--- src/rtl/ptw_pkg.sv ---
package ptw_pkg;
   // bit positions inside a directory or table entry word
   localparam int BIT_P = 0;
   localparam int BIT_W = 1;
   localparam int BIT_U = 2;

   // bit positions inside a cached two-bit permission field
   localparam int PERM_WR  = 0;
   localparam int PERM_USR = 1;

   typedef enum logic [1:0] {
      KIND_OK     = 2'd0,
      KIND_ABSENT = 2'd1,
      KIND_USER   = 2'd2,
      KIND_WRITE  = 2'd3
   } kind_e;

   typedef enum logic [1:0] {
      ST_IDLE = 2'd0,
      ST_DIR  = 2'd1,
      ST_TBL  = 2'd2
   } state_e;
endpackage

--- src/rtl/ptw_level_check.sv ---
module ptw_level_check
   import ptw_pkg::*;
(
   input  logic  present,
   input  logic  wr_ok,
   input  logic  user_ok,
   input  logic  acc_write,
   input  logic  acc_user,
   output kind_e kind
);
   // priority inside one level: absent, then user, then write
   always_comb begin
      if (!present)                   kind = KIND_ABSENT;
      else if (acc_user && !user_ok)  kind = KIND_USER;
      else if (acc_write && !wr_ok)   kind = KIND_WRITE;
      else                            kind = KIND_OK;
   end
endmodule

--- src/rtl/ptw_tlb.sv ---
module ptw_tlb #(
   parameter int ENTRIES = 4,
   parameter int VPN_W   = 20,
   parameter int PFN_W   = 20
) (
   input  logic             clk,
   input  logic             rst_n,
   input  logic             flush,
   input  logic [VPN_W-1:0] lk_vpn,
   output logic             lk_hit,
   output logic [PFN_W-1:0] lk_pfn,
   output logic [1:0]       lk_dir_perm,
   output logic [1:0]       lk_tbl_perm,
   input  logic             fill_en,
   input  logic [VPN_W-1:0] fill_vpn,
   input  logic [PFN_W-1:0] fill_pfn,
   input  logic [1:0]       fill_dir_perm,
   input  logic [1:0]       fill_tbl_perm
);
   localparam int PTR_W  = (ENTRIES > 1) ? $clog2(ENTRIES) : 1;
   localparam int DATA_W = PFN_W + 4;
   localparam logic [PTR_W-1:0] PTR_LAST = PTR_W'(ENTRIES - 1);

   generate
      if (ENTRIES < 2) begin : g_bad_entries
         $error("ptw_tlb: ENTRIES must be at least 2");
      end
   endgenerate

   logic [PTR_W-1:0]  ptr_q;
   logic [ENTRIES-1:0] match;
   logic [ENTRIES-1:0] vld_v;
   logic [DATA_W-1:0] data_v [ENTRIES];
   logic [DATA_W-1:0] sel_data;

   generate
      for (genvar g = 0; g < ENTRIES; g++) begin : g_ent
         logic              vld_q;
         logic [VPN_W-1:0]  vpn_q;
         logic [DATA_W-1:0] data_q;
         logic              sel;

         assign sel = fill_en && (ptr_q == PTR_W'(g));

         always_ff @(posedge clk or negedge rst_n) begin
            if (!rst_n) begin
               vld_q  <= 1'b0;
               vpn_q  <= '0;
               data_q <= '0;
            end else if (flush) begin
               vld_q  <= 1'b0;
            end else if (sel) begin
               vld_q  <= 1'b1;
               vpn_q  <= fill_vpn;
               data_q <= {fill_pfn, fill_dir_perm, fill_tbl_perm};
            end
         end

         assign match[g]  = vld_q && (vpn_q == lk_vpn);
         assign vld_v[g]  = vld_q;
         assign data_v[g] = data_q;
      end
   endgenerate

   always_comb begin
      sel_data = '0;
      for (int i = 0; i < ENTRIES; i++) begin
         if (match[i]) sel_data = sel_data | data_v[i];
      end
   end

   assign lk_hit = |match;
   assign {lk_pfn, lk_dir_perm, lk_tbl_perm} = sel_data;

   // round-robin victim pointer, rewound on flush
   always_ff @(posedge clk or negedge rst_n) begin
      if (!rst_n)        ptr_q <= '0;
      else if (flush)    ptr_q <= '0;
      else if (fill_en)  ptr_q <= (ptr_q == PTR_LAST) ? '0 : ptr_q + 1'b1;
   end

   // fills happen only on misses, so one page never sits in two slots
   a_r7_single_match: assert property (@(posedge clk) disable iff (!rst_n)
      $onehot0(match));

   // a flush leaves no valid slot behind
   a_r8_flush_empties: assert property (@(posedge clk) disable iff (!rst_n)
      flush |=> (vld_v == '0));
endmodule

--- src/rtl/ptw_walker.sv ---
module ptw_walker
   import ptw_pkg::*;
#(
   parameter int ADDR_W      = 32,
   parameter int OFF_BITS    = 12,
   parameter int IDX_BITS    = 10,
   parameter int TLB_ENTRIES = 4
) (
   input  logic              clk,
   input  logic              rst_n,
   input  logic              pg_en,
   input  logic              base_we,
   input  logic [ADDR_W-1:0] base_wdata,
   input  logic              req_valid,
   output logic              req_ready,
   input  logic [ADDR_W-1:0] req_addr,
   input  logic              req_write,
   input  logic              req_user,
   output logic              mem_req,
   output logic [ADDR_W-1:0] mem_addr,
   input  logic              mem_ack,
   input  logic [ADDR_W-1:0] mem_rdata,
   output logic              resp_valid,
   output logic              resp_fault,
   output logic [2:0]        resp_cause,
   output logic [ADDR_W-1:0] resp_addr
);
   localparam int VPN_W  = ADDR_W - OFF_BITS;
   localparam int PAD_W  = OFF_BITS - IDX_BITS;
   localparam int LEVELS = 2;

   generate
      if (VPN_W != LEVELS * IDX_BITS) begin : g_bad_split
         $error("ptw_walker: index fields must cover the page number");
      end
      if (PAD_W != 2) begin : g_bad_entry
         $error("ptw_walker: entries must be four bytes and fill one page");
      end
   endgenerate

   state_e            st_q;
   logic [VPN_W-1:0]  base_q;
   logic [VPN_W-1:0]  walk_base_q;
   logic [VPN_W-1:0]  tbl_frame_q;
   logic [ADDR_W-1:0] va_q;
   logic              wr_q;
   logic              usr_q;
   logic              stale_q;
   logic [1:0]        dir_perm_q;

   logic              accept;
   logic              tlb_hit;
   logic [VPN_W-1:0]  tlb_pfn;
   logic [1:0]        tlb_dir_perm;
   logic [1:0]        tlb_tbl_perm;
   logic              fill_en;
   logic [1:0]        hit_perm [LEVELS];
   kind_e             hit_kind [LEVELS];
   kind_e             walk_kind;
   logic [2:0]        hit_cause;
   logic              hit_fault;

   logic [IDX_BITS-1:0] dir_idx;
   logic [IDX_BITS-1:0] tbl_idx;

   assign dir_idx   = va_q[ADDR_W-1 -: IDX_BITS];
   assign tbl_idx   = va_q[OFF_BITS +: IDX_BITS];
   assign req_ready = (st_q == ST_IDLE) && !base_we;
   assign accept    = req_valid && req_ready;
   assign mem_req   = (st_q != ST_IDLE);
   assign mem_addr  = (st_q == ST_DIR) ? {walk_base_q, dir_idx, {PAD_W{1'b0}}}
                                       : {tbl_frame_q, tbl_idx, {PAD_W{1'b0}}};

   // a walk whose base changed underneath it must not be remembered
   assign fill_en = (st_q == ST_TBL) && mem_ack && (walk_kind == KIND_OK)
                    && !stale_q && !base_we;

   ptw_tlb #(
      .ENTRIES (TLB_ENTRIES),
      .VPN_W   (VPN_W),
      .PFN_W   (VPN_W)
   ) u_tlb (
      .clk           (clk),
      .rst_n         (rst_n),
      .flush         (base_we),
      .lk_vpn        (req_addr[ADDR_W-1:OFF_BITS]),
      .lk_hit        (tlb_hit),
      .lk_pfn        (tlb_pfn),
      .lk_dir_perm   (tlb_dir_perm),
      .lk_tbl_perm   (tlb_tbl_perm),
      .fill_en       (fill_en),
      .fill_vpn      (va_q[ADDR_W-1:OFF_BITS]),
      .fill_pfn      (mem_rdata[ADDR_W-1:OFF_BITS]),
      .fill_dir_perm (dir_perm_q),
      .fill_tbl_perm ({mem_rdata[BIT_U], mem_rdata[BIT_W]})
   );

   assign hit_perm[0] = tlb_dir_perm;
   assign hit_perm[1] = tlb_tbl_perm;

   // cached pages were present at both levels; only rights are rechecked
   generate
      for (genvar l = 0; l < LEVELS; l++) begin : g_hit_chk
         ptw_level_check u_chk (
            .present   (1'b1),
            .wr_ok     (hit_perm[l][PERM_WR]),
            .user_ok   (hit_perm[l][PERM_USR]),
            .acc_write (req_write),
            .acc_user  (req_user),
            .kind      (hit_kind[l])
         );
      end
   endgenerate

   ptw_level_check u_walk_chk (
      .present   (mem_rdata[BIT_P]),
      .wr_ok     (mem_rdata[BIT_W]),
      .user_ok   (mem_rdata[BIT_U]),
      .acc_write (wr_q),
      .acc_user  (usr_q),
      .kind      (walk_kind)
   );

   always_comb begin
      if (hit_kind[0] != KIND_OK)      hit_cause = {1'b0, hit_kind[0]};
      else if (hit_kind[1] != KIND_OK) hit_cause = {1'b1, hit_kind[1]};
      else                             hit_cause = 3'b000;
   end
   assign hit_fault = (hit_cause[1:0] != 2'b00);

   always_ff @(posedge clk or negedge rst_n) begin
      if (!rst_n) begin
         base_q <= '0;
      end else if (base_we) begin
         base_q <= base_wdata[ADDR_W-1:OFF_BITS];
      end
   end

   always_ff @(posedge clk or negedge rst_n) begin
      if (!rst_n) begin
         st_q        <= ST_IDLE;
         walk_base_q <= '0;
         tbl_frame_q <= '0;
         va_q        <= '0;
         wr_q        <= 1'b0;
         usr_q       <= 1'b0;
         stale_q     <= 1'b0;
         dir_perm_q  <= '0;
         resp_valid  <= 1'b0;
         resp_fault  <= 1'b0;
         resp_cause  <= '0;
         resp_addr   <= '0;
      end else begin
         resp_valid <= 1'b0;
         if (st_q != ST_IDLE && base_we) stale_q <= 1'b1;
         unique case (st_q)
            ST_IDLE: begin
               if (accept) begin
                  va_q        <= req_addr;
                  wr_q        <= req_write;
                  usr_q       <= req_user;
                  walk_base_q <= base_q;
                  stale_q     <= 1'b0;
                  if (!pg_en) begin
                     resp_valid <= 1'b1;
                     resp_fault <= 1'b0;
                     resp_cause <= 3'b000;
                     resp_addr  <= req_addr;
                  end else if (tlb_hit) begin
                     resp_valid <= 1'b1;
                     resp_fault <= hit_fault;
                     resp_cause <= hit_cause;
                     resp_addr  <= hit_fault ? req_addr
                                             : {tlb_pfn, req_addr[OFF_BITS-1:0]};
                  end else begin
                     st_q <= ST_DIR;
                  end
               end
            end
            ST_DIR: begin
               if (mem_ack) begin
                  if (walk_kind != KIND_OK) begin
                     resp_valid <= 1'b1;
                     resp_fault <= 1'b1;
                     resp_cause <= {1'b0, walk_kind};
                     resp_addr  <= va_q;
                     st_q       <= ST_IDLE;
                  end else begin
                     tbl_frame_q <= mem_rdata[ADDR_W-1:OFF_BITS];
                     dir_perm_q  <= {mem_rdata[BIT_U], mem_rdata[BIT_W]};
                     st_q        <= ST_TBL;
                  end
               end
            end
            ST_TBL: begin
               if (mem_ack) begin
                  resp_valid <= 1'b1;
                  st_q       <= ST_IDLE;
                  if (walk_kind != KIND_OK) begin
                     resp_fault <= 1'b1;
                     resp_cause <= {1'b1, walk_kind};
                     resp_addr  <= va_q;
                  end else begin
                     resp_fault <= 1'b0;
                     resp_cause <= 3'b000;
                     resp_addr  <= {mem_rdata[ADDR_W-1:OFF_BITS], va_q[OFF_BITS-1:0]};
                  end
               end
            end
            default: st_q <= ST_IDLE;
         endcase
      end
   end

   // an unacknowledged read keeps its address
   a_r11_mem_hold: assert property (@(posedge clk) disable iff (!rst_n)
      (mem_req && !mem_ack) |=> (mem_req && $stable(mem_addr)));

   // no acceptance and no response while a read is open
   a_r10_busy_blocks: assert property (@(posedge clk) disable iff (!rst_n)
      mem_req |-> (!req_ready && !resp_valid));

   // pass-through answers next cycle with the same address
   a_r1_passthru: assert property (@(posedge clk) disable iff (!rst_n)
      (accept && !pg_en) |=> (resp_valid && !resp_fault && resp_addr == $past(req_addr)));

   // a hit answers next cycle without touching memory
   a_r6_hit_fast: assert property (@(posedge clk) disable iff (!rst_n)
      (accept && pg_en && tlb_hit) |=> (resp_valid && !mem_req));

   // a missing directory entry gives cause 001
   a_r3_dir_absent: assert property (@(posedge clk) disable iff (!rst_n)
      (st_q == ST_DIR && mem_ack && !mem_rdata[BIT_P])
      |=> (resp_valid && resp_fault && resp_cause == 3'b001));

   // a fully permitted table entry completes the walk with the offset kept
   a_r2_tbl_success: assert property (@(posedge clk) disable iff (!rst_n)
      (st_q == ST_TBL && mem_ack && mem_rdata[2:0] == 3'b111)
      |=> (resp_valid && !resp_fault
           && resp_addr[OFF_BITS-1:0] == $past(va_q[OFF_BITS-1:0])));
endmodule

--- config.mk ---
export PLATFORM = sky130hd
export DESIGN_NAME = ptw_walker
export DESIGN_NICKNAME = d
export VERILOG_FILES = /design/src/rtl/ptw_pkg.sv /design/src/rtl/ptw_level_check.sv /design/src/rtl/ptw_tlb.sv /design/src/rtl/ptw_walker.sv
export SDC_FILE = /design/constraint.sdc
export NUM_CORES = 1
export LEC_CHECK = 0
export ABC_AREA = 1
export BUFFER_PORTS_ARGS = -buffer_cell sky130_fd_sc_hd__buf_2
export CORE_ASPECT_RATIO = 0.6
export CORE_MARGIN = 2
export CORE_UTILIZATION = 25
export DETAILED_ROUTE_END_ITERATION = 10
export PLACE_DENSITY = 0.47
export REMOVE_ABC_BUFFERS = 1
export SYNTH_ARGS = -nofsm -noshare
export SYNTH_HDL_FRONTEND = slang
export SYNTH_SLANG_ARGS = --single-unit
export TNS_END_PERCENT = 20
--- constraint.sdc ---
create_clock -name clk -period 3.65 [get_ports clk]
set_input_delay 0.73 -clock clk [delete_from_list [all_inputs] [get_ports clk]]
set_output_delay 0.73 -clock clk [all_outputs]
set_load 0.03 [all_outputs]
After elaboration in Yosys (flattened, before gate mapping)
Cells that the tools add are included.
{ "totals": {"output_inout_bits": 71, "reg_bits": 318, "inputBits": 104, "word_cells": 166} }
{ "op_classes": {"n_reduce_logical": 52, "n_addsub": 1, "bitwise_logic": 5, "n_mux": 66, "eq_ne": 16} }
{ "ops": {"columns": ["op", "n"], "rows": [
  ["32-bit 2-to-1 mux", 9],
  ["24-bit 2-to-1 mux", 4],
  ["32-bit case mux with 3 select lines", 1],
  ["20-bit equality test", 4],
  ["24-bit bitwise OR", 3],
  ["2-bit 2-to-1 mux", 16],
  ["3-bit 2-to-1 mux", 9],
  ["1-bit 2-to-1 mux", 23],
  ["1-bit logical AND", 21],
  ["2-bit nonzero test", 10],
  ["2-bit inequality test (second input constant)", 5],
  ["2-bit AND reduction", 5],
  ["3-bit case mux with 3 select lines", 1],
  ["1-bit zero test", 8],
  ["2-bit equality test (second input constant)", 3],
  ["2-bit zero test", 3],
  ["1-bit case mux with 3 select lines", 2],
  ["2-bit case mux with 3 select lines", 1],
  ["6-bit AND reduction", 1],
  ["5-bit AND reduction", 1],
  ["2-bit by 1-bit equality test with 1-bit output (second input constant)", 2],
  ["4-bit OR reduction", 1],
  ["3-bit inequality test (second input constant)", 1],
  ["3-bit AND reduction", 1],
  ["4 further kinds", 5]
]} }

Depth between registers and ports, before layout
Gate-level depths: netlist (run 1).
{ "depth": {"ltp_word": 22, "mapped_depth": 19, "ltp_nobuf": 17} }

Cells and area by module
A second synthesis (run 1) with hierarchy kept.
{ "hier_totals": {"hier_cells": 2156, "hier_area_um2": 15959.1} }
{ "modules_own_cells": {"columns": ["mod", "cells_per_inst", "area_per_inst_um2", "instances"], "rows": [
  ["ptw_tlb", 1264, 9175.0, 1],
  ["ptw_walker", 868, 6660.1, 1],
  ["ptw_level_check", 8, 41.3, 3]
]} }

Least setup slack after synthesis (run 1)
OpenSTA, ideal clock, no wires.
{ "synth_timing": {"kind": "input to register", "from": "in base_we", "to": "reg resp_addr[10]", "setup_time_ps": 117, "n_path_buf": 2, "arrival_ps": 2493, "stages": 12, "slack_ps": 1039, "cell_sequence": "clkbuf_1 nor2_1 nand2_1 inv_2 o22ai_1 nor3_1 nand2_1 inv_2 buf_2 nand2_1 o21ai_1 inv_1"} }
{ "synth_via": {"elab_chain_cells": 5} }
{ "synth_lines": {"columns": ["item", "line_no", "text"], "rows": [
  ["from (decl)", "ptw_walker.sv:12", "input logic base_we,"],
  ["1-bit zero test", "ptw_walker.sv:68", "assign req_ready = (st_q == ST_IDLE) && !base_we;"],
  ["1-bit logical AND", "ptw_walker.sv:68", null],
  ["net req_ready", "ptw_walker.sv:15", "output logic req_ready,"],
  ["1-bit logical AND", "ptw_walker.sv:69", "assign accept = req_valid && req_ready;"],
  ["2-bit inequality test (no line)", null, null],
  ["6-bit AND reduction (no line)", null, null],
  ["to (signal assigned)", "ptw_walker.sv:168", "resp_addr <= req_addr;"],
  ["to (signal assigned)", "ptw_walker.sv:173", "resp_addr <= hit_fault ? req_addr"],
  ["to (signal assigned)", "ptw_walker.sv:186", "resp_addr <= va_q;"],
  ["to (decl)", "ptw_walker.sv:26", "output logic [ADDR_W-1:0] resp_addr"]
]} }
The timed path passes the listed nets, and every way through them passes these cells.
A chain may end at the register's enable or synchronous reset.

Final worst setup path (run 1)
{ "layout_timing": {"from": "reg st_q[1]", "to": "out mem_addr[6]"} }
{ "layout_via": {"elab_chain_cells": 2} }
{ "layout_lines": {"columns": ["item", "line_no", "text"], "rows": [
  ["from (decl)", "ptw_walker.sv:41", "state_e st_q;"],
  ["from (signal assigned)", "ptw_walker.sv:141", "st_q <= ST_IDLE;"],
  ["from (signal assigned)", "ptw_walker.sv:176", "st_q <= ST_DIR;"],
  ["from (signal assigned)", "ptw_walker.sv:187", "st_q <= ST_IDLE;"],
  ["2-bit by 1-bit equality test with 1-bit output", "ptw_walker.sv:71", "assign mem_addr = (st_q == ST_DIR) ? {walk_base_q, dir_idx, {PAD_W{1'b0}}}"],
  ["32-bit 2-to-1 mux", "ptw_walker.sv:71", null],
  ["to (decl)", "ptw_walker.sv:20", "output logic [ADDR_W-1:0] mem_addr,"]
]} }
Every way passes these cells.

==> results of run 1 <==
cell type report:
| type | count | area share (%) |
|---|---|---|
| sequential | 318 | 42.5 |
| multi-input combinational | 1444 | 34.9 |
| timing repair buffer | 200 | 6.52 |
| clock buffer | 51 | 5.54 |
| tap | 828 | 5.53 |
| inverter | 205 | 4.11 |
| clock inverter | 13 | 0.855 |
| antenna | 3 | 0.0401 |
where the power goes:
group          internal [mW]  switching (mW)
sequential              4.32           0.537
combinational           1.28            3.35
clock                   2.14            1.62
total                   7.75            5.51
flip-flops by register name, summed over array words and instances (netlist names), 2 cells and up:
| register | flops |
|---|---|
| va_q | 32 |
| resp_addr | 32 |
| resp_cause | 3 |
| walk_base_q | 20 |
| tbl_frame_q | 20 |
| dir_perm_q | 2 |
| base_q | 20 |
| u_tlb.g_ent.vpn_q | 80 |
| u_tlb.g_ent.data_q | 96 |
| u_tlb.ptr_q | 2 |
| u_tlb.g_ent.vld_q | 4 |
| st_q | 2 |
path summary, 6_finish.rpt:
check | to | depth (start not counted)
max | mem_addr[6] | 5
max reg2reg | resp_addr[23] | 13
max in group asynchronous | va_q[5] | 2
min | u_tlb.g_ent[1].vpn_q[0] | 1
min in group clk | base_q[7] | 3
min reg2reg | resp_addr[30] | 2
metrics by stage:
stage               hold slack [ns]  cells  worst slack (ns)  area [µm²]
detailed placement            0.460   2995             0.523       17500
finish                        0.171   3062             0.568       18700
floorplan                     0.434   1967             -1.02       15200
CTS                           0.236   3059             0.561       18700
global placement              0.459   2995             0.521       17500
global route                  0.251   3061             0.396       18700
placed cells by master, fill, tap and decap left out, types with 7 or more instances in the layout:
master	Yosys	routed
sky130_fd_sc_hd__a21oi_1	25	25
sky130_fd_sc_hd__a22oi_1	12	12
sky130_fd_sc_hd__a31oi_1	14	14
sky130_fd_sc_hd__buf_12	0	7
sky130_fd_sc_hd__buf_2	16	150
sky130_fd_sc_hd__buf_4	6	42
sky130_fd_sc_hd__clkbuf_1	67	7
sky130_fd_sc_hd__clkbuf_16	0	36
sky130_fd_sc_hd__clkbuf_8	0	8
sky130_fd_sc_hd__dfrtp_1	318	318
sky130_fd_sc_hd__ha_1	8	7
sky130_fd_sc_hd__inv_1	175	175
sky130_fd_sc_hd__inv_2	27	27
sky130_fd_sc_hd__nand2_1	758	757
sky130_fd_sc_hd__nand3_1	64	61
sky130_fd_sc_hd__nand3_2	4	7
sky130_fd_sc_hd__nand4_1	77	77
sky130_fd_sc_hd__nor2_1	109	109
sky130_fd_sc_hd__nor2_2	15	14
sky130_fd_sc_hd__nor3_1	12	12
sky130_fd_sc_hd__o21ai_0	285	285
sky130_fd_sc_hd__o21ai_1	20	20
sky130_fd_sc_hd__o22ai_1	12	12
sky130_fd_sc_hd__xnor2_1	8	8
per-layer routing:
metal  wire, µm  global-route usage (%)  up-vias
li1           -                       -     6928
met1      30300                    29.0     6878
met2      22100                    23.8      519
met3       5210                    4.60       58
met4        845                    3.45        2
met5          9                       0        -
critical path: cells and delay by family, from the launching register on:
family / cells / cell delay, ns
buf+inv: 2 / 0.43
compound gates: 1 / 0.30
simple gates: 1 / 0.14
fa+ha+maj: 1 / 0.52
flops: 1 / 0.40
kinds of logic (layout without fill, tap and decap cells):
logic type,Yosys count,count (layout)
AND/OR/NAND/NOR,1053,1053
adder cells (fa/ha/maj),8,8
AO/OA/AOI/OAI,370,370
flip-flops,318,318
buffers and inverters,300,469
XOR/XNOR,11,11
other,1,5
==> results.txt, run 1 <==
The flow ran to the end, and the final reports show no timing, DRC or antenna violations. The headroom to the max-slew limit is a little over a third. By startpoint and endpoint, the worst setup path is classified as flip-flop to output port.

The total number of clock tree sinks came out at 318. The initial antenna violation count is 7. Hold repair after CTS inserted 0 buffers. The tool flagged a number of max-cap violations equal to 0. Entering global routing, the biggest net connects ~110 pins. The post-cts gate resize count came out at 0. The overall power is 13.3 mW. The critical path goes through inv_1, ha_2, nand2_1, o21ai_0, buf_2. Dividing the detail-routed via count by the number of cells gives 4.70. The overall routed net length is roughly 59 mm.

In this run the count of I/O pins placed on the die edge is roughly 180. The net count of the finished layout is approximately 2.3k. The worst register-to-register path has a setup slack of 0.85 ns. The HPWL after detailed placement is between 40 and 50 mm. Summing the areas of all xor and xnor instances in the mapped netlist gives 0.616% of the synthesized area.

The layout cell share with drive strength beyond 1 came out at 14.2%. The number of port buffers is 151. The die outline height came out at 198 µm. The data arrival time at the worst-slack endpoint is between 2 and 2.5 ns. Registers take 7960 µm². The most used flip-flop cell after synthesis is sky130_fd_sc_hd__dfrtp_1. Setup total negative slack on the finished layout was measured at 0 ns. In the post-synthesis netlist, the cell with the most instances is sky130_fd_sc_hd__nand2_1. The area growth from synthesis to layout is 19.8%. For this design, the slowest cell found on the critical path is sky130_fd_sc_hd__ha_2. STA classifies the critical path startpoint as a flip-flop. IR analysis of the VDD net gives a maximum drop of 0.390 mV. The core region is 61,400 µm². The final hold violation count came out at 0.

The first-pass GRT wire length is 88.0 mm. Counting the buffers created by CTS gives 36. The reg-to-reg startpoint is st_q[0]. The share of the clock period used by the worst path after layout came out at a little over four fifths. The via count of the routed design came out at around 14k. The TritonCTS clock tree is done. The part of the Yosys area used for sequential elements came out at 50.9%.

The final cell utilization of the core came out at 30.5%. The final weighted congestion in routability-driven placement is 0.948. The gate count of the mapped netlist is between 2k and 2.5k. The count of TritonRoute iterations in the first routing pass came out at 6.

The total standard cell area after synthesis is 15,600 µm². The final critical delay including setup and external delays is 3.08 ns. STA classifies the critical path endpoint as an output port.

The static leakage came out at about 9.2 nW. The top achievable clock speed came out at 324 MHz. The clock tree buffer depth is 3. The largest clock skew in the final design came out at 0.0400 ns. In this run the worst hold path is classified as primary input to asynchronous set/reset pin. For this run, design rule violations remaining after detail routing come to 0. The number of DRC violations after detailed-routing iteration 0 came out at 1,448.

After detailed routing, the average wire length per cell comes to 19.1 µm. The residual overflow from global routing is 0. The biggest fanout along the worst timing path is 23. The clock root buffer is sky130_fd_sc_hd__clkbuf_16. The mean cell area of the mapped netlist came out at between 7 and 8 µm². The insertion delay to the later sink of the worst-skew pair came out at 0.58 ns.

The die outline area is 64,600 µm². The share of the synthesized area in compound gates (AO/OA/AOI/OAI) came out at 12.3%. Of all flip-flops after synthesis, the portion carrying an async set or reset was 100%.

The synthesized netlist devotes 0.640% of its cell area to adder and majority cells. Summed over its instances, the top area cell type makes up between 50% and 60% of the synthesized netlist area. The filler cells instantiated in the layout total 6,628.

The post-synthesis simple-gate area fraction is 28.0%. The most critical setup path has its startpoint at st_q[1]. After clock tree synthesis, the setup repair step added 0 buffers. The all-layer global routing usage is 18.1%.

The die width came out at 327 µm. Setup repair after global routing left no endpoint under its margin. In this run the number of H-tree levels came out at 2. The starting utilization of the core area is between 20% and 30%. The synthesized design contains 0 enable-type register cells. Clock-pin slew was measured on the worst setup and hold paths at 0.06 ns. Of all cell types, the one taking the most synthesized area is sky130_fd_sc_hd__dfrtp_1.

Ranked by total cell area, the synthesized netlist is headed by sky130_fd_sc_hd__dfrtp_1 51%, sky130_fd_sc_hd__nand2_1 18%, sky130_fd_sc_hd__o21ai_0 9.1%, sky130_fd_sc_hd__inv_1 4.2%, sky130_fd_sc_hd__nand4_1 3.1%. For the pin with the worst max-slew slack, the measured transition is just under 1 ns. After synthesis, the largest family of logic cells by area is simple AND/OR/NAND/NOR gates.

The distinct cell type count after synthesis came out at 35. The delay contributed by the slowest stage of the critical path is 0.52 ns. The number of global-route vias before repair came out at 13.6k. The total number of yosys warnings came out at 0. Ranked by instance count, the synthesized netlist is headed by 758 x sky130_fd_sc_hd__nand2_1, 318 x sky130_fd_sc_hd__dfrtp_1, 285 x sky130_fd_sc_hd__o21ai_0.

The post-synthesis register bit count is around 320. The required time at the endpoint of the critical path is 2.92 ns. The number of rows in the core area came out at 70. The total power density per cell area came out at 708 nW/µm². The post-synthesis mux area share came out at 0%. The remaining number of nets flagged by the antenna check after routing came out at 0.

In the final layout, the multi-input gates occupy 6530 µm². The total setup violations reported at the end of the flow is 0. The number of max-slew violations in the final report was 0.
Power figures use the tool's default switching activity.
==> run 2, diff against run 1 <==
clock period = 2.9 ns   (was 3.65 ns; I/O delays follow)
==> run 2 against run 1 <==
Against the previous run: largest power group is now combinational cells; final cell count grew 1.9%; worst hold slack gained 0.056 ns; highest routed layer is now met4; combinational power grew 33%; critical path depth is the same; clock power grew 31%; register-to-register slack lost 0.41 ns; routed wire length shrank 0.31%; critical endpoint is now mem_addr[3]; worst setup slack lost 0.43 ns; final area grew 3.1%.
==> results.txt, run 2 (synthesized netlist as in run 1, its figures left out) <==
The tightest hold margin is 0.227 ns. The post-layout net count came out at between 2k and 2.5k. TritonCTS built the clock tree. Leaving out fill and tap cells, the most frequent cells in the layout are 757 x sky130_fd_sc_hd__nand2_1, 318 x sky130_fd_sc_hd__dfrtp_1, 285 x sky130_fd_sc_hd__o21ai_0, 175 x sky130_fd_sc_hd__inv_1, 150 x sky130_fd_sc_hd__buf_2. Post-CTS timing repair inserted 0 buffers for setup. The most congested layer reported by global routing is met1. The met3 routing resource usage after global routing is 3.56%.

The first routing iteration left around 1.6k violations. The starting utilization of the core area came out at 25.5%. The total number of clock tree sinks came out at 318.

The die is between 150 and 200 µm tall. Detailed routing inserted a total of ~15k vias. The tool flagged a number of max-cap violations equal to 0. At the worst endpoint, the required time is around 2.3 ns. The average vias per placed instance came out at 4.73. The final hold violation count is 0. The remaining number of nets flagged by the antenna check after routing is 0. The register with the most flip-flops is u_tlb.g_ent.data_q. In this run the count of I/O pins placed on the die edge is 175. The flow ran to the end, and the final reports show no timing, DRC or antenna violations. Summing internal, switching and leakage power gives approximately 17 mW.

The global-route track usage on met2 is 23.9%. The number of fillers in the final layout came out at 6,621. The count of TritonRoute iterations in the first routing pass is 5. The congestion estimate from routability-driven global placement came to 0.954. The H-tree was split into 2 levels. Setup repair after global routing left no endpoint under its margin. The number of global-route vias before repair came to around 14k. In this run the tool buffered the top-level ports with 151 buffer cells. The final cell utilization of the core is approximately a third. The total setup violations reported at the end of the flow is 0. The die width is 327 µm. The most common library cell in the layout ignoring fill and taps is sky130_fd_sc_hd__nand2_1. The number of design rule violations left after detail routing is 0. The post-layout worst setup margin is 0.137 ns. The overall routed net length is 58.3 mm. The final critical path takes up 95.3% of the cycle. After legalization and detailed placement, the total HPWL measured 43.6 mm. The die outline area came out at 64,600 µm². The headroom to the max-slew limit is between 30% and 40%. The maximum ir drop on the vdd rail is 0.552 mV. In the final layout, the share of cells above drive strength 1 is 16.5%.

The residual overflow from global routing is 0. With fillers left out, the area of the finished cells amounts to just under 20,000 µm². The static leakage is between 9 and 10 nW. The clock slew seen by the registers of the worst setup and hold paths came out at 0.06 ns. The insertion delay to the later sink of the worst-skew pair is 0.56 ns. The worst setup path is launched from a flip-flop.

The core box area came out at 61,400 µm². The largest clock skew in the final design came out at about 0.013 ns. The footprint of the flip-flops and latches is slightly below 8000 µm². The all-layer global routing usage is around 18%. The clock buffer count from CTS is 37. The path class of the tightest hold or removal check is primary input to flip-flop. The synthesis-to-finish area growth is 23.5%. The flip-flop count of the largest register after layout came out at 96.

The first-pass GRT wire length came out at 88.3 mm. The summed negative setup slack over all endpoints came out at 0 ns. The type of the worst setup path is flip-flop to output port.

The number of cells in the design after placement is 3,051. The average wire length per cell after detail routing is 18.7 µm. The final critical delay including setup and external delays came out at 2.76 ns. The initial antenna violation count was 2. The multi-input combinational cells in the finished layout cover a total of 6540 µm². The largest registers in the layout are u_tlb.g_ent.data_q: 96 flops, u_tlb.g_ent.vpn_q: 80 flops.

The met1 demand-to-capacity share in global routing is 29.5%. The number of cells in the finished layout apart from fillers is 3,121. The number of max-slew violations in the final report came out at 0. The clock tree buffer depth is 3. CTS placed an instance of sky130_fd_sc_hd__clkbuf_16 at the clock tree root.

Summing all placed instances gives a cell area of approximately 18,000 µm². The top achievable clock speed came out at between 300 and 400 MHz. In this run the power density over the cells is 892 nW/µm². Prior to clock tree synthesis, the placed netlist has a worst setup slack of -0.0406 ns. STA puts the critical path data arrival time at 2.18 ns. The floorplan has 70 rows.

At the pin with the least slew margin, the transition time is 0.996 ns. In this run the worst path has a maximum fanout of 22. Entering global routing, the biggest net connects 96 pins.

The endpoint kind of the worst setup timing path is an output port.
-- run 2: cell count changes in the layout (fill, tap and decap cells not counted) --
| cell | delta |
|---|---|
| sky130_fd_sc_hd__ha_2 | -1 |
| sky130_fd_sc_hd__clkinv_2 | +3 |
| sky130_fd_sc_hd__clkinv_4 | -1 |
| sky130_fd_sc_hd__bufinv_16 | +1 |
| sky130_fd_sc_hd__clkbuf_8 | +3 |
| sky130_fd_sc_hd__diode_2 | -1 |
| sky130_fd_sc_hd__clkbuf_16 | +1 |
| sky130_fd_sc_hd__clkinv_16 | -1 |
| sky130_fd_sc_hd__ha_4 | +1 |
| sky130_fd_sc_hd__buf_12 | +6 |
| sky130_fd_sc_hd__buf_6 | +1 |
| sky130_fd_sc_hd__dlygate4sd3_1 | +1 |
| sky130_fd_sc_hd__clkbuf_1 | -3 |
| sky130_fd_sc_hd__buf_4 | +49 |
-- run 2: path summary, 6_finish.rpt --
kind	start	endpoint	slack [ns]	depth (start not counted)
max	st_q[1]	mem_addr[3]	0.14	5
min	base_wdata[23]	base_q[11]	0.23	3
max reg2reg	u_tlb.g_ent[1].vpn_q[17]	resp_addr[14]	0.44	16
min reg2reg	resp_addr[11]	resp_addr[11]	0.48	2
max in group asynchronous	rst_n	u_tlb.g_ent[3].data_q[21]	1.39	3
min in group asynchronous	rst_n	va_q[18]	0.58	2
-- run 2: timing repair --
action                     CTS  global route
resized for setup            1             1
hold endpoints to repair     3             0
setup endpoints to repair   23             1
hold buffers                 1             0
gates cloned                 0             0
-- run 2: area by class of cell --
type,instances,area share [%]
timing repair buffer,257,8.97
clock inverter,15,0.862
multi-input combinational,1444,33.9
inverter,205,3.99
clock buffer,52,5.66
sequential,318,41.2
tap,828,5.37
antenna,2,0.0259
-- run 2: critical path, stage by stage, from the launching register on --
cell                      delay [ns]
sky130_fd_sc_hd__dfrtp_1        0.38
sky130_fd_sc_hd__inv_1          0.10
sky130_fd_sc_hd__ha_4           0.26
sky130_fd_sc_hd__buf_4          0.24
sky130_fd_sc_hd__o21ai_0        0.35
sky130_fd_sc_hd__buf_2          0.27
-- run 2: per-layer routing --
metal	part of all wire, %	up-vias	routed length, µm
li1	-	7025	-
met1	52	7137	30600
met2	38	550	22100
met3	7.9	61	4630
met4	1.7	0	1010
met5	0	-	0
-- run 2: power by group --
| group | internal (mW) | switching, mW | total, mW |
|---|---|---|---|
| sequential | 5.44 | 0.679 | 6.12 |
| clock | 2.90 | 2.02 | 4.93 |
| combinational | 1.84 | 4.33 | 6.17 |
| total | 10.2 | 7.03 | 17.2 |
==> run 3, diff against run 2 <==
==> constraint.sdc (replaced) <==
create_clock -name clk -period 2.9 [get_ports clk]
set_input_delay 0.145 -clock clk [delete_from_list [all_inputs] [get_ports clk]]
set_output_delay 0.145 -clock clk [all_outputs]
set_load 0.03 [all_outputs]
==> run 3 against run 2 <==
Against the previous run: worst hold slack got worse by 0.19 ns; global-route usage rose by 0.10 points; combinational power fell by 3.6%; worst setup slack improved by 0.092 ns; sequential power barely moved; count of clock-buffer cells in the layout rose by 3; clock power fell by 3%; die area did not move; first-iteration DRC count fell by 6.4%.
==> results.txt, run 3 (synthesized netlist as in run 1, its figures left out) <==
The post-layout net count came out at 2,378. The summed negative setup slack over all endpoints came out at 0 ns. The final critical delay including setup and external delays came out at approximately 2.7 ns. Following the worst setup path forward leads to its endpoint at mem_addr[6]. The post-cts gate resize count is 0. The length in cells of the worst reg-to-reg path came out at 15. The switching portion of total power is approximately two fifths. The required time at the endpoint of the critical path is 2.76 ns.

The data arrival time at the worst-slack endpoint is 2.53 ns. The diode insertion count for antenna repair came out at 0. u_tlb.g_ent.data_q holds more flip-flops than any other register. Across all setup checks in the final design, the least slack found is 0.229 ns.

The internal power is 9.91 mW. The final cell utilization of the core is 31.6%. The largest clock skew in the final design came out at approximately 0.023 ns. Setup violations remaining at the end of the flow were counted as 0. Summed over all cells, the static leakage comes to ~9.5 nW. Tracing the worst setup path back leads to its startpoint at st_q[1]. The overall routed net length came out at 59.0 mm. The flow ran to the end, and the final reports show no timing, DRC or antenna violations. The number of max-slew violations in the final report is 0. The total number of clock tree sinks came out at 318. The top achievable clock speed is 374 MHz. The pin count of the biggest net entering global routing came out at 96. The worst register-to-register path ends at resp_addr[31]. The number of global-route vias before repair was 13.6k. Buffers placed on the I/O ports in this run total 151.

The initialized floorplan defines 70 standard-cell rows. The detail route stage leaves a number of antenna-violating nets equal to 0. The tightest hold margin is 0.0395 ns. The number of buffers added to fix hold violations after cts came out at 59. The layout cell share with drive strength beyond 1 is 13.9%. The starting utilization of the core area came out at approximately a quarter. The all-layer global routing usage is 18.3%. The die outline height is 198 µm. The number of cells in the finished layout apart from fillers is 3,121. The total power density per cell area came out at 870 nW/µm².

Clock latency on the worst-skew pair, taken at its later pin, is approximately 0.57 ns. The overall power is about 17 mW. Dividing the final minimum period by the clock period gives 92.1%. The number of top-level pins came out at 175. Dividing the detail-routed wire length by the instance count gives 18.9 µm. The via count of the routed design is 14.7k. Setup repair after global routing left no endpoint under its margin.

Headroom to the max-slew limit came out at 47.4%. The summed area of non-filler cells in the final layout came out at 19,400 µm². The first-pass GRT wire length came out at 88.3 mm. From synthesis to final layout, the design area changed by 24.0%. The number of setup buffers added after CTS is 0.

The worst hold path belongs to the class primary input to flip-flop. The tool flagged a number of max-cap violations equal to 0. The average vias per placed instance is 4.70. The flip-flop count of the largest register after layout is 96. TritonCTS built the clock tree. In this run, CTS created clock tree buffers numbering 37. The count of TritonRoute iterations in the first routing pass is 5.

The clock slew seen by the registers of the worst setup and hold paths came out at 0.06 ns. The floorplan step defined a die boundary enclosing around 65,000 µm². The clock tree buffer depth is 3. In this run the clock root is driven by a sky130_fd_sc_hd__clkbuf_16. The share of power burned in registers came out at 36.3%. In this run the power spent charging and discharging nets is 6.95 mW. STA classifies the critical path startpoint as a flip-flop. The type of the worst setup path is flip-flop to output port. The placed wire-length estimate is 43.2 mm. The final hold violation count came to 0. The final weighted congestion in routability-driven placement is between 0.9 and 1. The initial antenna violation count is 3. The flop-to-flop setup slack is 0.28 ns. The largest registers in the layout are u_tlb.g_ent.data_q: 96 flops, u_tlb.g_ent.vpn_q: 80 flops. IR analysis of the VDD net gives a maximum drop of around 0.66 mV. The number of DRC violations after detailed-routing iteration 0 is 1,474. The number of cells in the design after placement is 2,996. The combinational share of power is between 30% and 40%. The reg-to-reg startpoint is u_tlb.g_ent[0].vpn_q[9].

For the pin with the worst max-slew slack, the measured transition is 0.789 ns. Leaving out fill and tap cells, the most frequent cell in the layout is sky130_fd_sc_hd__nand2_1. After detailed routing, the number of remaining DRC violations is 0. The residual overflow from global routing came out at 0.

In the layout the commonest cells are 757 x sky130_fd_sc_hd__nand2_1, 318 x sky130_fd_sc_hd__dfrtp_1, 285 x sky130_fd_sc_hd__o21ai_0, 175 x sky130_fd_sc_hd__inv_1, 150 x sky130_fd_sc_hd__buf_2. The worst setup path is captured at an output port. The instance area at placement came out at 17,600 µm². The core box area came out at roughly 61,000 µm². The setup slack at placement is approximately 0.35 ns. The H-tree generated during clock tree synthesis spans 2 levels. Measured along the x axis, the die boundary spans 327 µm. The biggest fanout along the worst timing path came out at 20. Of the total power, the clock network draws 28.4%.
## run 3: cell types whose count changed in the layout (fill, tap and decap cells not counted), moves of 2 or more
cell	before	now
sky130_fd_sc_hd__diode_2	2	0
sky130_fd_sc_hd__clkbuf_8	11	8
sky130_fd_sc_hd__dlygate4sd3_1	1	59
sky130_fd_sc_hd__bufinv_16	3	1
sky130_fd_sc_hd__clkinv_2	7	5
sky130_fd_sc_hd__buf_12	13	11
sky130_fd_sc_hd__clkbuf_16	37	39
sky130_fd_sc_hd__buf_4	91	39
sky130_fd_sc_hd__clkbuf_1	4	8
## run 3: how the worst min path moves through the flow
| stage | start | to | slack (ns) | depth (start not counted) |
|---|---|---|---|---|
| 3_5_place_dp | rst_n | u_tlb.g_ent[2].data_q[8] | 0.23 | 1 |
| 4_1_cts | req_addr[18] | va_q[18] | 0.002 | 3 |
| 6_report | req_addr[18] | va_q[18] | 0.04 | 3 |
| 5_1_grt | req_addr[20] | va_q[20] | 0.04 | 3 |
| 3_3_place_gp | rst_n | u_tlb.g_ent[2].data_q[8] | 0.22 | 1 |
| 2_1_floorplan | rst_n | base_q[0] | -0.15 | 0 |
## run 3: worst max-delay path: stages, from the launching register on
cell,delay [ns]
sky130_fd_sc_hd__dfrtp_1,0.40
sky130_fd_sc_hd__inv_1,0.10
sky130_fd_sc_hd__ha_2,0.42
sky130_fd_sc_hd__buf_4,0.33
sky130_fd_sc_hd__nand2_1,0.10
sky130_fd_sc_hd__o21ai_0,0.27
sky130_fd_sc_hd__buf_2,0.32
## run 3: per-layer routing
layer | up-vias | GRT usage, % | share of wire (%)
met2 | 527 | 23.9 | 38
met4 | 0 | 3.86 | 1.5
met5 | - | 0 | 0
met3 | 55 | 4.05 | 8.0
met1 | 7053 | 29.6 | 53
li1 | 7029 | - | -
## run 3: power groups by stage
stage	logic (mW)	clock network, mW	registers (mW)
6_report	5.95	4.79	6.12
4_1_cts	6.00	4.95	6.11
5_1_grt	6.58	5.11	6.23
3_5_place_dp	5.92	0	6.17
3_3_place_gp	5.87	0	6.15
2_1_floorplan	3.11	0	6.50
## run 3: cell type report
cell class                 count  area (µm²)
timing repair buffer         260        1870
sequential                   318        7960
inverter                     205         769
clock inverter                11        96.3
clock buffer                  55        1120
fill                        6553       42000
multi-input combinational   1444        6530
tap                          828        1040
